===== src/rtl/ffld_pkg.sv =====
package ffld_pkg;

  typedef enum logic [1:0] {
    OP_NOP    = 2'd0,
    OP_SETFFR = 2'd1,
    OP_LOAD   = 2'd2,
    OP_RDFFR  = 2'd3
  } ffld_op_e;

  localparam int unsigned ELEM_BYTES = 8;

  // Number of 64-bit elements for a length mode, capped at the maximum.
  function automatic int unsigned mode_elems(input logic [1:0] mode,
                                             input int unsigned max_e);
    int unsigned n;
    n = 32'd2 << mode;
    return (n > max_e) ? max_e : n;
  endfunction

  // Byte address of element e of a load.
  function automatic logic [63:0] elem_addr(input logic [63:0] base,
                                            input logic [63:0] index,
                                            input logic [63:0] e);
    return base + ((index + e) * 64'(ELEM_BYTES));
  endfunction

endpackage


===== src/rtl/ffld_walker.sv =====
module ffld_walker #(
  parameter int ELEMS  = 8,
  parameter int ADDR_W = 32,
  localparam int IDX_W = $clog2(ELEMS),
  localparam int CNT_W = $clog2(ELEMS + 1)
) (
  input  logic              clk,
  input  logic              rst_n,
  input  logic              start,
  input  logic [ELEMS-1:0]  elem_pred,
  input  logic [CNT_W-1:0]  nelem,
  input  logic [ADDR_W-1:0] base,
  input  logic [ADDR_W-1:0] index,
  output logic              mem_req,
  output logic [ADDR_W-1:0] mem_addr,
  input  logic              mem_fault,
  output logic              busy,
  output logic              ev_ok,
  output logic              ev_soft,
  output logic              ev_hard,
  output logic              ev_finish,
  output logic [IDX_W-1:0]  ev_elem
);

  logic              busy_q;
  logic [IDX_W-1:0]  cur_q;
  logic [CNT_W-1:0]  nelem_q;
  logic [CNT_W-1:0]  first_q;
  logic [ELEMS-1:0]  pred_q;
  logic [ADDR_W-1:0] base_q, index_q;
  logic [ELEMS-1:0]  pred_in;
  logic [CNT_W-1:0]  first_in;
  logic              is_first, is_last, cur_act;

  // Clip the incoming predicate to the selected length.
  for (genvar e = 0; e < ELEMS; e++) begin : g_clip
    assign pred_in[e] = elem_pred[e] && (CNT_W'(e) < nelem);
  end

  always_comb begin
    first_in = CNT_W'(ELEMS);
    for (int e = ELEMS - 1; e >= 0; e--) begin
      if (pred_in[e]) first_in = CNT_W'(e);
    end
  end

  assign cur_act   = pred_q[cur_q];
  assign is_first  = (CNT_W'(cur_q) == first_q);
  assign is_last   = (CNT_W'(cur_q) + CNT_W'(1) == nelem_q);
  assign mem_req   = busy_q && cur_act;
  assign mem_addr  = ADDR_W'(ffld_pkg::elem_addr(64'(base_q), 64'(index_q), 64'(cur_q)));
  assign ev_ok     = mem_req && !mem_fault;
  assign ev_hard   = mem_req && mem_fault && is_first;
  assign ev_soft   = mem_req && mem_fault && !is_first;
  assign ev_finish = busy_q && !ev_hard && (ev_soft || is_last);
  assign ev_elem   = cur_q;
  assign busy      = busy_q;

  always_ff @(posedge clk) begin
    if (!rst_n) begin
      busy_q  <= 1'b0;
      cur_q   <= '0;
      nelem_q <= '0;
      first_q <= '0;
      pred_q  <= '0;
      base_q  <= '0;
      index_q <= '0;
    end else if (busy_q) begin
      if (ev_hard || ev_finish) busy_q <= 1'b0;
      else                      cur_q  <= cur_q + IDX_W'(1);
    end else if (start) begin
      busy_q  <= 1'b1;
      cur_q   <= '0;
      nelem_q <= nelem;
      first_q <= first_in;
      pred_q  <= pred_in;
      base_q  <= base;
      index_q <= index;
    end
  end

  // an absorbed fault ends all accesses of the load
  p_silent_after_soft_r7: assert property (@(posedge clk) disable iff (!rst_n)
    ev_soft |=> !mem_req);

  // back-to-back active elements of one load are 8 bytes apart
  p_addr_step_r3: assert property (@(posedge clk) disable iff (!rst_n)
    (mem_req && $past(mem_req) && $past(busy_q) && !$past(ev_finish))
      |-> (mem_addr - $past(mem_addr)) == ADDR_W'(8));

  // a start while a load runs does not restart the walk
  p_no_restart_r10: assert property (@(posedge clk) disable iff (!rst_n)
    (busy_q && !ev_finish && !ev_hard) |=> (busy_q && cur_q == $past(cur_q) + IDX_W'(1)));

endmodule


===== src/rtl/ffld_collect.sv =====
module ffld_collect #(
  parameter int ELEMS  = 8,
  parameter int ELEM_W = 64,
  localparam int IDX_W = $clog2(ELEMS),
  localparam int VEC_W = ELEMS * ELEM_W
) (
  input  logic              clk,
  input  logic              rst_n,
  input  logic              start,
  input  logic              ev_ok,
  input  logic              ev_hard,
  input  logic              ev_finish,
  input  logic [IDX_W-1:0]  ev_elem,
  input  logic [ELEM_W-1:0] rdata,
  output logic [VEC_W-1:0]  ld_data,
  output logic              ld_done,
  output logic              trap
);

  logic [ELEMS-1:0][ELEM_W-1:0] acc_q, acc_nx, out_q;
  logic done_q, trap_q;

  // Unwritten elements stay zero because the accumulator clears at start.
  for (genvar e = 0; e < ELEMS; e++) begin : g_lane
    assign acc_nx[e] = (ev_ok && ev_elem == IDX_W'(e)) ? rdata : acc_q[e];
  end

  always_ff @(posedge clk) begin
    if (!rst_n) begin
      acc_q  <= '0;
      out_q  <= '0;
      done_q <= 1'b0;
      trap_q <= 1'b0;
    end else begin
      done_q <= ev_finish;
      trap_q <= ev_hard;
      if (start)          acc_q <= '0;
      else                acc_q <= acc_nx;
      if (ev_finish)      out_q <= acc_nx;
    end
  end

  assign ld_data = out_q;
  assign ld_done = done_q;
  assign trap    = trap_q;

  // trap and completion are exclusive
  p_trap_excl_r5: assert property (@(posedge clk) disable iff (!rst_n)
    !(trap_q && done_q));

  // a first-element fault leaves the result vector untouched
  p_trap_keeps_data_r5: assert property (@(posedge clk) disable iff (!rst_n)
    ev_hard |=> (trap_q && $stable(out_q)));

endmodule


===== src/rtl/ffld_ffr.sv =====
module ffld_ffr #(
  parameter int ELEMS  = 8,
  parameter int LPE    = 8,
  localparam int LANES = ELEMS * LPE,
  localparam int IDX_W = $clog2(ELEMS),
  localparam int CNT_W = $clog2(ELEMS + 1)
) (
  input  logic             clk,
  input  logic             rst_n,
  input  logic             do_set,
  input  logic             do_rd,
  input  logic [CNT_W-1:0] nelem,
  input  logic             ev_soft,
  input  logic             ev_hard,
  input  logic [IDX_W-1:0] ev_elem,
  input  logic [LANES-1:0] rd_mask,
  output logic [LANES-1:0] ffr_out,
  output logic             rd_valid,
  output logic [LANES-1:0] rd_pred
);

  logic [LANES-1:0] ffr_q, vl_lanes, cut_lanes, rd_q;
  logic             rdv_q;

  for (genvar i = 0; i < LANES; i++) begin : g_lane
    assign vl_lanes[i]  = (CNT_W'(i / LPE) < nelem);
    assign cut_lanes[i] = ev_soft && (IDX_W'(i / LPE) >= ev_elem);
  end

  always_ff @(posedge clk) begin
    if (!rst_n) begin
      ffr_q <= '0;
      rd_q  <= '0;
      rdv_q <= 1'b0;
    end else begin
      rdv_q <= do_rd;
      if (do_rd)        rd_q  <= ffr_q & rd_mask & vl_lanes;
      if (do_set)       ffr_q <= vl_lanes;
      else if (ev_soft) ffr_q <= ffr_q & ~cut_lanes;
    end
  end

  assign ffr_out  = ffr_q;
  assign rd_valid = rdv_q;
  assign rd_pred  = rd_q;

  // after an absorbed fault nothing at or above its lane survives
  p_soft_clears_r6: assert property (@(posedge clk) disable iff (!rst_n)
    ev_soft |=> ((ffr_q >> (32'($past(ev_elem)) * LPE)) == '0));

  // a first-element fault does not touch the FFR
  p_hard_keeps_ffr_r5: assert property (@(posedge clk) disable iff (!rst_n)
    ev_hard |=> $stable(ffr_q));

  // a read never reports a lane the FFR does not hold
  p_rd_subset_r8: assert property (@(posedge clk) disable iff (!rst_n)
    rdv_q |-> ((rd_q & ~ffr_q) == '0));

endmodule


===== src/rtl/ffld_unit.sv =====
module ffld_unit #(
  parameter int MAX_VL_BITS = 512,
  parameter int ADDR_W      = 32,
  parameter int ELEM_W      = 64,
  localparam int ELEMS = MAX_VL_BITS / ELEM_W,
  localparam int LPE   = ELEM_W / 8,
  localparam int LANES = MAX_VL_BITS / 8,
  localparam int IDX_W = $clog2(ELEMS),
  localparam int CNT_W = $clog2(ELEMS + 1)
) (
  input  logic                   clk,
  input  logic                   rst_n,
  input  logic [1:0]             vl_mode,
  input  logic                   cmd_valid,
  input  logic [1:0]             cmd_op,
  input  logic [ADDR_W-1:0]      cmd_base,
  input  logic [ADDR_W-1:0]      cmd_index,
  input  logic [LANES-1:0]       cmd_pred,
  output logic                   busy,
  output logic                   mem_req,
  output logic [ADDR_W-1:0]      mem_addr,
  input  logic [ELEM_W-1:0]      mem_rdata,
  input  logic                   mem_fault,
  output logic                   ld_done,
  output logic [MAX_VL_BITS-1:0] ld_data,
  output logic                   trap,
  output logic [LANES-1:0]       ffr_out,
  output logic                   rd_valid,
  output logic [LANES-1:0]       rd_pred
);
  import ffld_pkg::*;

  logic             accept, do_set, do_load, do_rd;
  logic [ELEMS-1:0] elem_pred;
  logic [CNT_W-1:0] cur_elems;
  logic             ev_ok, ev_soft, ev_hard, ev_finish;
  logic [IDX_W-1:0] ev_elem;
  logic             busy_w;

  assign accept    = cmd_valid && !busy_w;
  assign do_set    = accept && (ffld_op_e'(cmd_op) == OP_SETFFR);
  assign do_load   = accept && (ffld_op_e'(cmd_op) == OP_LOAD);
  assign do_rd     = accept && (ffld_op_e'(cmd_op) == OP_RDFFR);
  assign cur_elems = CNT_W'(mode_elems(vl_mode, ELEMS));
  assign busy      = busy_w;

  for (genvar e = 0; e < ELEMS; e++) begin : g_pred
    assign elem_pred[e] = cmd_pred[e * LPE];
  end

  ffld_walker #(.ELEMS(ELEMS), .ADDR_W(ADDR_W)) u_walker (
    .clk(clk), .rst_n(rst_n), .start(do_load), .elem_pred(elem_pred),
    .nelem(cur_elems), .base(cmd_base), .index(cmd_index),
    .mem_req(mem_req), .mem_addr(mem_addr), .mem_fault(mem_fault),
    .busy(busy_w), .ev_ok(ev_ok), .ev_soft(ev_soft), .ev_hard(ev_hard),
    .ev_finish(ev_finish), .ev_elem(ev_elem)
  );

  ffld_collect #(.ELEMS(ELEMS), .ELEM_W(ELEM_W)) u_collect (
    .clk(clk), .rst_n(rst_n), .start(do_load), .ev_ok(ev_ok),
    .ev_hard(ev_hard), .ev_finish(ev_finish), .ev_elem(ev_elem),
    .rdata(mem_rdata), .ld_data(ld_data), .ld_done(ld_done), .trap(trap)
  );

  ffld_ffr #(.ELEMS(ELEMS), .LPE(LPE)) u_ffr (
    .clk(clk), .rst_n(rst_n), .do_set(do_set), .do_rd(do_rd),
    .nelem(cur_elems), .ev_soft(ev_soft), .ev_hard(ev_hard),
    .ev_elem(ev_elem), .rd_mask(cmd_pred), .ffr_out(ffr_out),
    .rd_valid(rd_valid), .rd_pred(rd_pred)
  );

  // commands are not accepted during a load
  p_busy_blocks_r10: assert property (@(posedge clk) disable iff (!rst_n)
    busy_w |-> !(do_set || do_load || do_rd));

endmodule


===== config.mk =====
export PLATFORM = sky130hd
export DESIGN_NAME = ffld_unit
export DESIGN_NICKNAME = d
export VERILOG_FILES = /design/src/rtl/ffld_pkg.sv /design/src/rtl/ffld_walker.sv /design/src/rtl/ffld_collect.sv /design/src/rtl/ffld_ffr.sv /design/src/rtl/ffld_unit.sv
export SDC_FILE = /design/constraint.sdc
export NUM_CORES = 2
export LEC_CHECK = 0
export BUFFER_PORTS_ARGS = -buffer_cell sky130_fd_sc_hd__buf_2
export CAP_MARGIN = 10
export CORE_AREA = 2 2 340 342
export DETAILED_ROUTE_END_ITERATION = 10
export DIE_AREA = 0 0 342 344
export GPL_TIMING_DRIVEN = 0
export PLACE_DENSITY = 0.67
export SYNTH_ARGS = -nofsm -noshare
export SYNTH_HDL_FRONTEND = slang
export SYNTH_SLANG_ARGS = --single-unit

===== constraint.sdc =====
create_clock -name clk -period 6.25 [get_ports clk]
set_clock_uncertainty 0.15 [all_clocks]
set_input_delay 1.25 -clock clk [delete_from_list [all_inputs] [get_ports clk]]
set_output_delay 1.25 -clock clk [all_outputs]
set_load 0.05 [all_outputs]

# Yosys cells after proc, flatten, opt, wreduce, memory -nomap -nowiden
# Index checks and enable logic that the tools add are counted.
# totals
reg_bits	1236
elab_cells	144
output_inout_bits	677
# classes
n_reduce_logical	47
shift	1
order_cmp	18
eq_ne	13
mux	27
n_bitwise	6
n_addsub	4
# op_table
cell	count
64-bit two-way mux	10
64-bit AND	3
64-bit inverter	1
4-bit two-way mux	9
1-bit logical AND	35
32-bit adder	1
32-bit by 4-bit greater-than comparator with 1-bit output, second input constant	1
2-bit by 2-bit left shift with 32-bit output, first input constant	1
29-bit by 3-bit adder with 29-bit output	1
3-bit by 4-bit less-than comparator with 1-bit output, first input constant	4
3-bit equality test, second input constant	4
3-bit >= comparator, first input constant	4
3-bit two-way mux	3
1-bit by 4-bit less-than comparator with 1-bit output, first input constant	2
2-bit by 4-bit less-than comparator with 1-bit output, first input constant	2
3-bit by 2-bit equality test with 1-bit output, second input constant	2
1-bit by 3-bit >= comparator with 1-bit output, first input constant	2
2-bit by 3-bit >= comparator with 1-bit output, first input constant	2
3-bit by 1-bit adder with 4-bit output, second input constant	1
2-bit equality test, second input constant	2
3-bit by 4-bit equality test with 1-bit output	1
4-bit equality test	1
1-bit logical NOT	4
3-bit by 4-bit less-than comparator with 1-bit output, second input constant	1
12 further kinds	19

# Longest topological paths before layout
# logic_depth
ltp_word	13
depth_mapped	18
ltp_nobuf	17

# Hierarchy
# Synthesis repeated with hierarchy kept, for this count alone.
# unflattened
cells_unflattened	4534
area_unflattened_um2	44979.4
# by_module_without_submodules
module	cells_each	instances	area_each_um2
ffld_collect	3433	1	35016.1
ffld_walker	697	1	5367.6
ffld_ffr	397	1	4541.9
ffld_unit	7	1	53.8

# Least setup slack after synthesis
# No wires, ideal clock.
# synth_path
path_kind	flip-flop to output port
start	register u_walker.cur_q[1], in the netlist u_walker.ev_elem[1]
end	output mem_addr[30]
arrival_time_ns	4.407
t_required_ns	4.850
stages_incl_launch_ff	16
slack_ns	0.443
cell_sequence	dfxtp_1 buf_2 inv_1 fa_1 inv_1 a21oi_1 nor2_1 nand4_1 xnor2_1 ha_1 a21oi_1 o21ai_0 o41ai_1 o2111ai_1 and3_1 nor3_1
# synth_between
elab_chain_cells	2
# synth_lines
element	line	source
from (decl)	ffld_walker.sv:26	logic [IDX_W-1:0] cur_q;
from (signal assigned)	ffld_walker.sv:70	else cur_q <= cur_q + IDX_W'(1);
29-bit by 3-bit adder with 29-bit output	ffld_pkg.sv:24	return base + ((index + e) * 64'(ELEM_BYTES));
32-bit adder	ffld_pkg.sv:24	
to (decl)	ffld_unit.sv:21	output logic [ADDR_W-1:0] mem_addr,
# Every way passes these cells.

# Final worst setup path
# layout_path
start	register u_walker.cur_q[1], in the netlist u_walker.ev_elem[1]
end	output mem_addr[31]
# Same word-level chain as after synthesis.

==> qor.csv <==
metric,value,unit
Setup crit start,u_walker.ev_elem[1],
"Top FF cell, synth",dfxtp_1,
FF-to-FF setup slack,2.10,ns
worst rel slew slack,17.66,%
Tmin final,6.069,ns
Met3 Routed Length,15.20,mm
area of the core,113900,um2
Worst R2R Start,u_walker.busy,
Min-Delay Path Class,reg -> reg,
die area,117600,um2
"Area growth, synth to finish",23.81,%
Ys Warns,0,
met2 wire length,82.57,mm
Root Driver,clkbuf_16,
clock sinks,1235,
first-pass GRT wire length,245.5,mm
starting density of the core,40.58,%
Max-Cap Viols,0,
clk_lat worst skew,0.76,ns
Required @ worst endpoint,4.85,ns
std cell rows,124,
Max VDD drop,215.4,uV
syn nets,4824,
Worst-path clk slew,0.06,ns
Cells after Synth,4587,
Synth Cell Area,46210,um2
PD cells,295.6,nW/um2
Post-Syn Area per Cell,10.07,um2
total number of vias,37940,
Synth area leaders,"dfxtp_1 (54%), mux2i_1 (11%), o211a_1 (11%)",
post-route insts no fill,7169,
largest net degree at the start of global routing,17,
Clock Tree Buf Depth,3,
Setup crit end,mem_addr[31],
register bit total from synthesis,1235,
post-route setup TNS,0,ns
max-slew violation count,0,
htree depth,4,
worst slew pin tran,1.232,ns
vias per cell,5.292,
TritonCTS clock tree,built,
"Max FO, Critical Path",8,
final net count,5787,
Fin. Hold Viols,0,
critical path endpoint category,primary output,
Placed Cells incl. Taps,6912,
wire per inst,24.30,um
number of DRC markers in iteration 0,2527,
Commonest cells post-synth,"dfxtp_1 (1235), nand2_1 (794), nor2_1 (536), mux2i_1 (512), o211a_1 (512)",
GP Congestion,0.9245,
status,"finished, final reports clean",
Num CTS Buffers,132,
FF-to-FF End,u_collect.acc_q[333],
CP Class,reg -> out,
vias in the first global route,36180,
DP HPWL,131.9,mm
most common cell in the synthesized netlist,dfxtp_1,
DIE HEIGHT,344,um
post-layout power,16.91,mW
Post-synth EDFFs,0,
Leak,33.27,nW
Async SR Flop Fraction,0,%
Unique masters post-synth,58,
Detailed Route WL,174.2,mm
WL met1,69.66,mm
width of the die,342,um
Util after Layout,50.24,%
worst setup margin,0.1808,ns
FMAX,0.1648,GHz
Post-Place Setup Slack,-0.07130,ns
sequential cell area fraction in the yosys report,53.51,%
gr ovfl total,0,
crit path DAT,4.67,ns
hold_buf cts,0,
DR DRC count,0,
# IOs,877,
antenna-violating nets left,0,
Initial DRT Pass Iterations,5,
initial antenna violation count,18,
fin crit share,97.11,%
Synth top area share,53.51,%
layout cell share with drive strength beyond 1,22.16,%
Synth area leader,dfxtp_1,
Reg2Reg Depth,7,
Setup Viol. Count Final,0,
Top Metal Used,met5,
startpoint types,flip-flop,
Port-buffer cells,807,
GR Util All Layers,28.51,%
-- kinds of logic (layout without fill, tap and decap cells) --
kind of cell	after synthesis	in the layout	synth area share, %
buffers and inverters	443	1505	4.538
other	0	8	0
flip-flops	1235	1235	53.51
AND/OR/NAND/NOR	1481	1481	12.80
multiplexers	515	515	11.21
AO/OA/AOI/OAI	817	817	15.79
adder cells (fa/ha/maj)	37	37	1.034
XOR/XNOR	59	59	1.118
-- cell usage in the layout (no fill, tap or decap), drive strengths merged, types with 5 or more instances in the layout --
cell type  netlist  final
diode            0      8
clkinv           0     26
bufinv           0     11
clkinvlp         0      5
nor2b            5      5
a21oi           39     39
o41ai            5      5
clkbuf         253    434
nand2b           5      5
and2             7      7
xnor2           38     38
inv             21     31
nor2           537    537
o21ai           26     26
o211a          512    512
a21o            49     49
nor3             5      5
and3            16     16
nand2          794    794
nand3           40     40
dfxtp         1235   1235
mux2i          512    512
nand4           57     57
buf            169    998
a21boi         155    155
xor2            21     21
ha              35     35
-- per-layer routing --
| layer | global-route usage, % | up-vias |
|---|---|---|
| li1 | - | 17650 |
| met1 | 34.05 | 18660 |
| met2 | 48.20 | 1322 |
| met3 | 8.537 | 306 |
| met4 | 10.86 | 2 |
| met5 | 0 | - |
-- metrics by stage --
stage          hold WS [ns]  cell area [um2]
3_5_place_dp         0.3038            52310
3_3_place_gp         0.2970            52140
6_report             0.3088            57210
4_1_cts              0.3118            57030
5_1_grt              0.3234            57200
2_1_floorplan        0.2902            46210
-- final cells by class --
type                            instances  area [um2]
Fill cell                           10730       56670
Sequential cell                      1235       24730
Multi-Input combinational cell       2909       19570
Timing Repair Buffer                  831        4354
Clock buffer                          181        3829
Buffer                                420        2026
Tap cell                             1512        1892
Clock inverter                         52       710.7
Inverter                               21       82.58
Antenna cell                            8       20.02
-- power breakdown --
part | total, mW | leakage, nW | internal [mW] | switching, mW
Combinational | 0.800 | 21.1 | 0.186 | 0.614
Sequential | 7.95 | 9.96 | 7.92 | 0.0378
Clock | 8.16 | 2.24 | 4.78 | 3.37
-- state kept, by name, indices dropped and copies added, names as in the netlist --
name,cells
u_walker.first_q,4
u_collect.trap,1
u_collect.ld_data,512
u_walker.ev_elem,3
u_collect.acc_q,512
u_walker.index_q,29
u_walker.busy,1
u_ffr.rd_valid,1
u_walker.base_q,32
u_collect.ld_done,1
u_walker.nelem_q,3
u_ffr.rd_pred,64
u_walker.pred_q,8
u_ffr.ffr_out,64
-- how the worst min path moves through the flow --
stage                       start            endpoint  slack [ns]  depth (start not counted)
2_1_floorplan  u_walker.pred_q[2]  u_walker.pred_q[2]        0.29                          2
3_3_place_gp    u_ffr.rd_pred[15]   u_ffr.rd_pred[15]        0.30                          2
3_5_place_dp    u_ffr.rd_pred[36]   u_ffr.rd_pred[36]        0.30                          2
4_1_cts         u_ffr.rd_pred[19]   u_ffr.rd_pred[19]        0.31                          2
5_1_grt         u_ffr.rd_pred[23]   u_ffr.rd_pred[23]        0.32                          2
6_report        u_ffr.rd_pred[42]   u_ffr.rd_pred[42]        0.31                          2
-- critical path, stage by stage, from the launching register on --
cell and delay, ns:
dfxtp_4 0.38, buf_8 0.14, clkinvlp_4 0.12, fa_2 0.36
inv_1 0.07, a21oi_2 0.10, nor2_2 0.15, and2_4 0.18
nand4_1 0.17, xnor2_2 0.26, ha_4 0.26, buf_4 0.13
nand2_1 0.09, o21a_1 0.19, o22ai_2 0.10, a2111oi_4 0.19
buf_4 0.18, buf_4 0.12, a31oi_1 0.10, a211oi_2 0.19
xnor2_1 0.19, buf_4 0.25
-- what timing repair did --
action                                  CTS  global route
setup buffers                            11             7
resized for setup                        28            23
pin swaps                                 5            10
endpoints found under the setup margin   17            12
(Power assumes the default switching activity.)
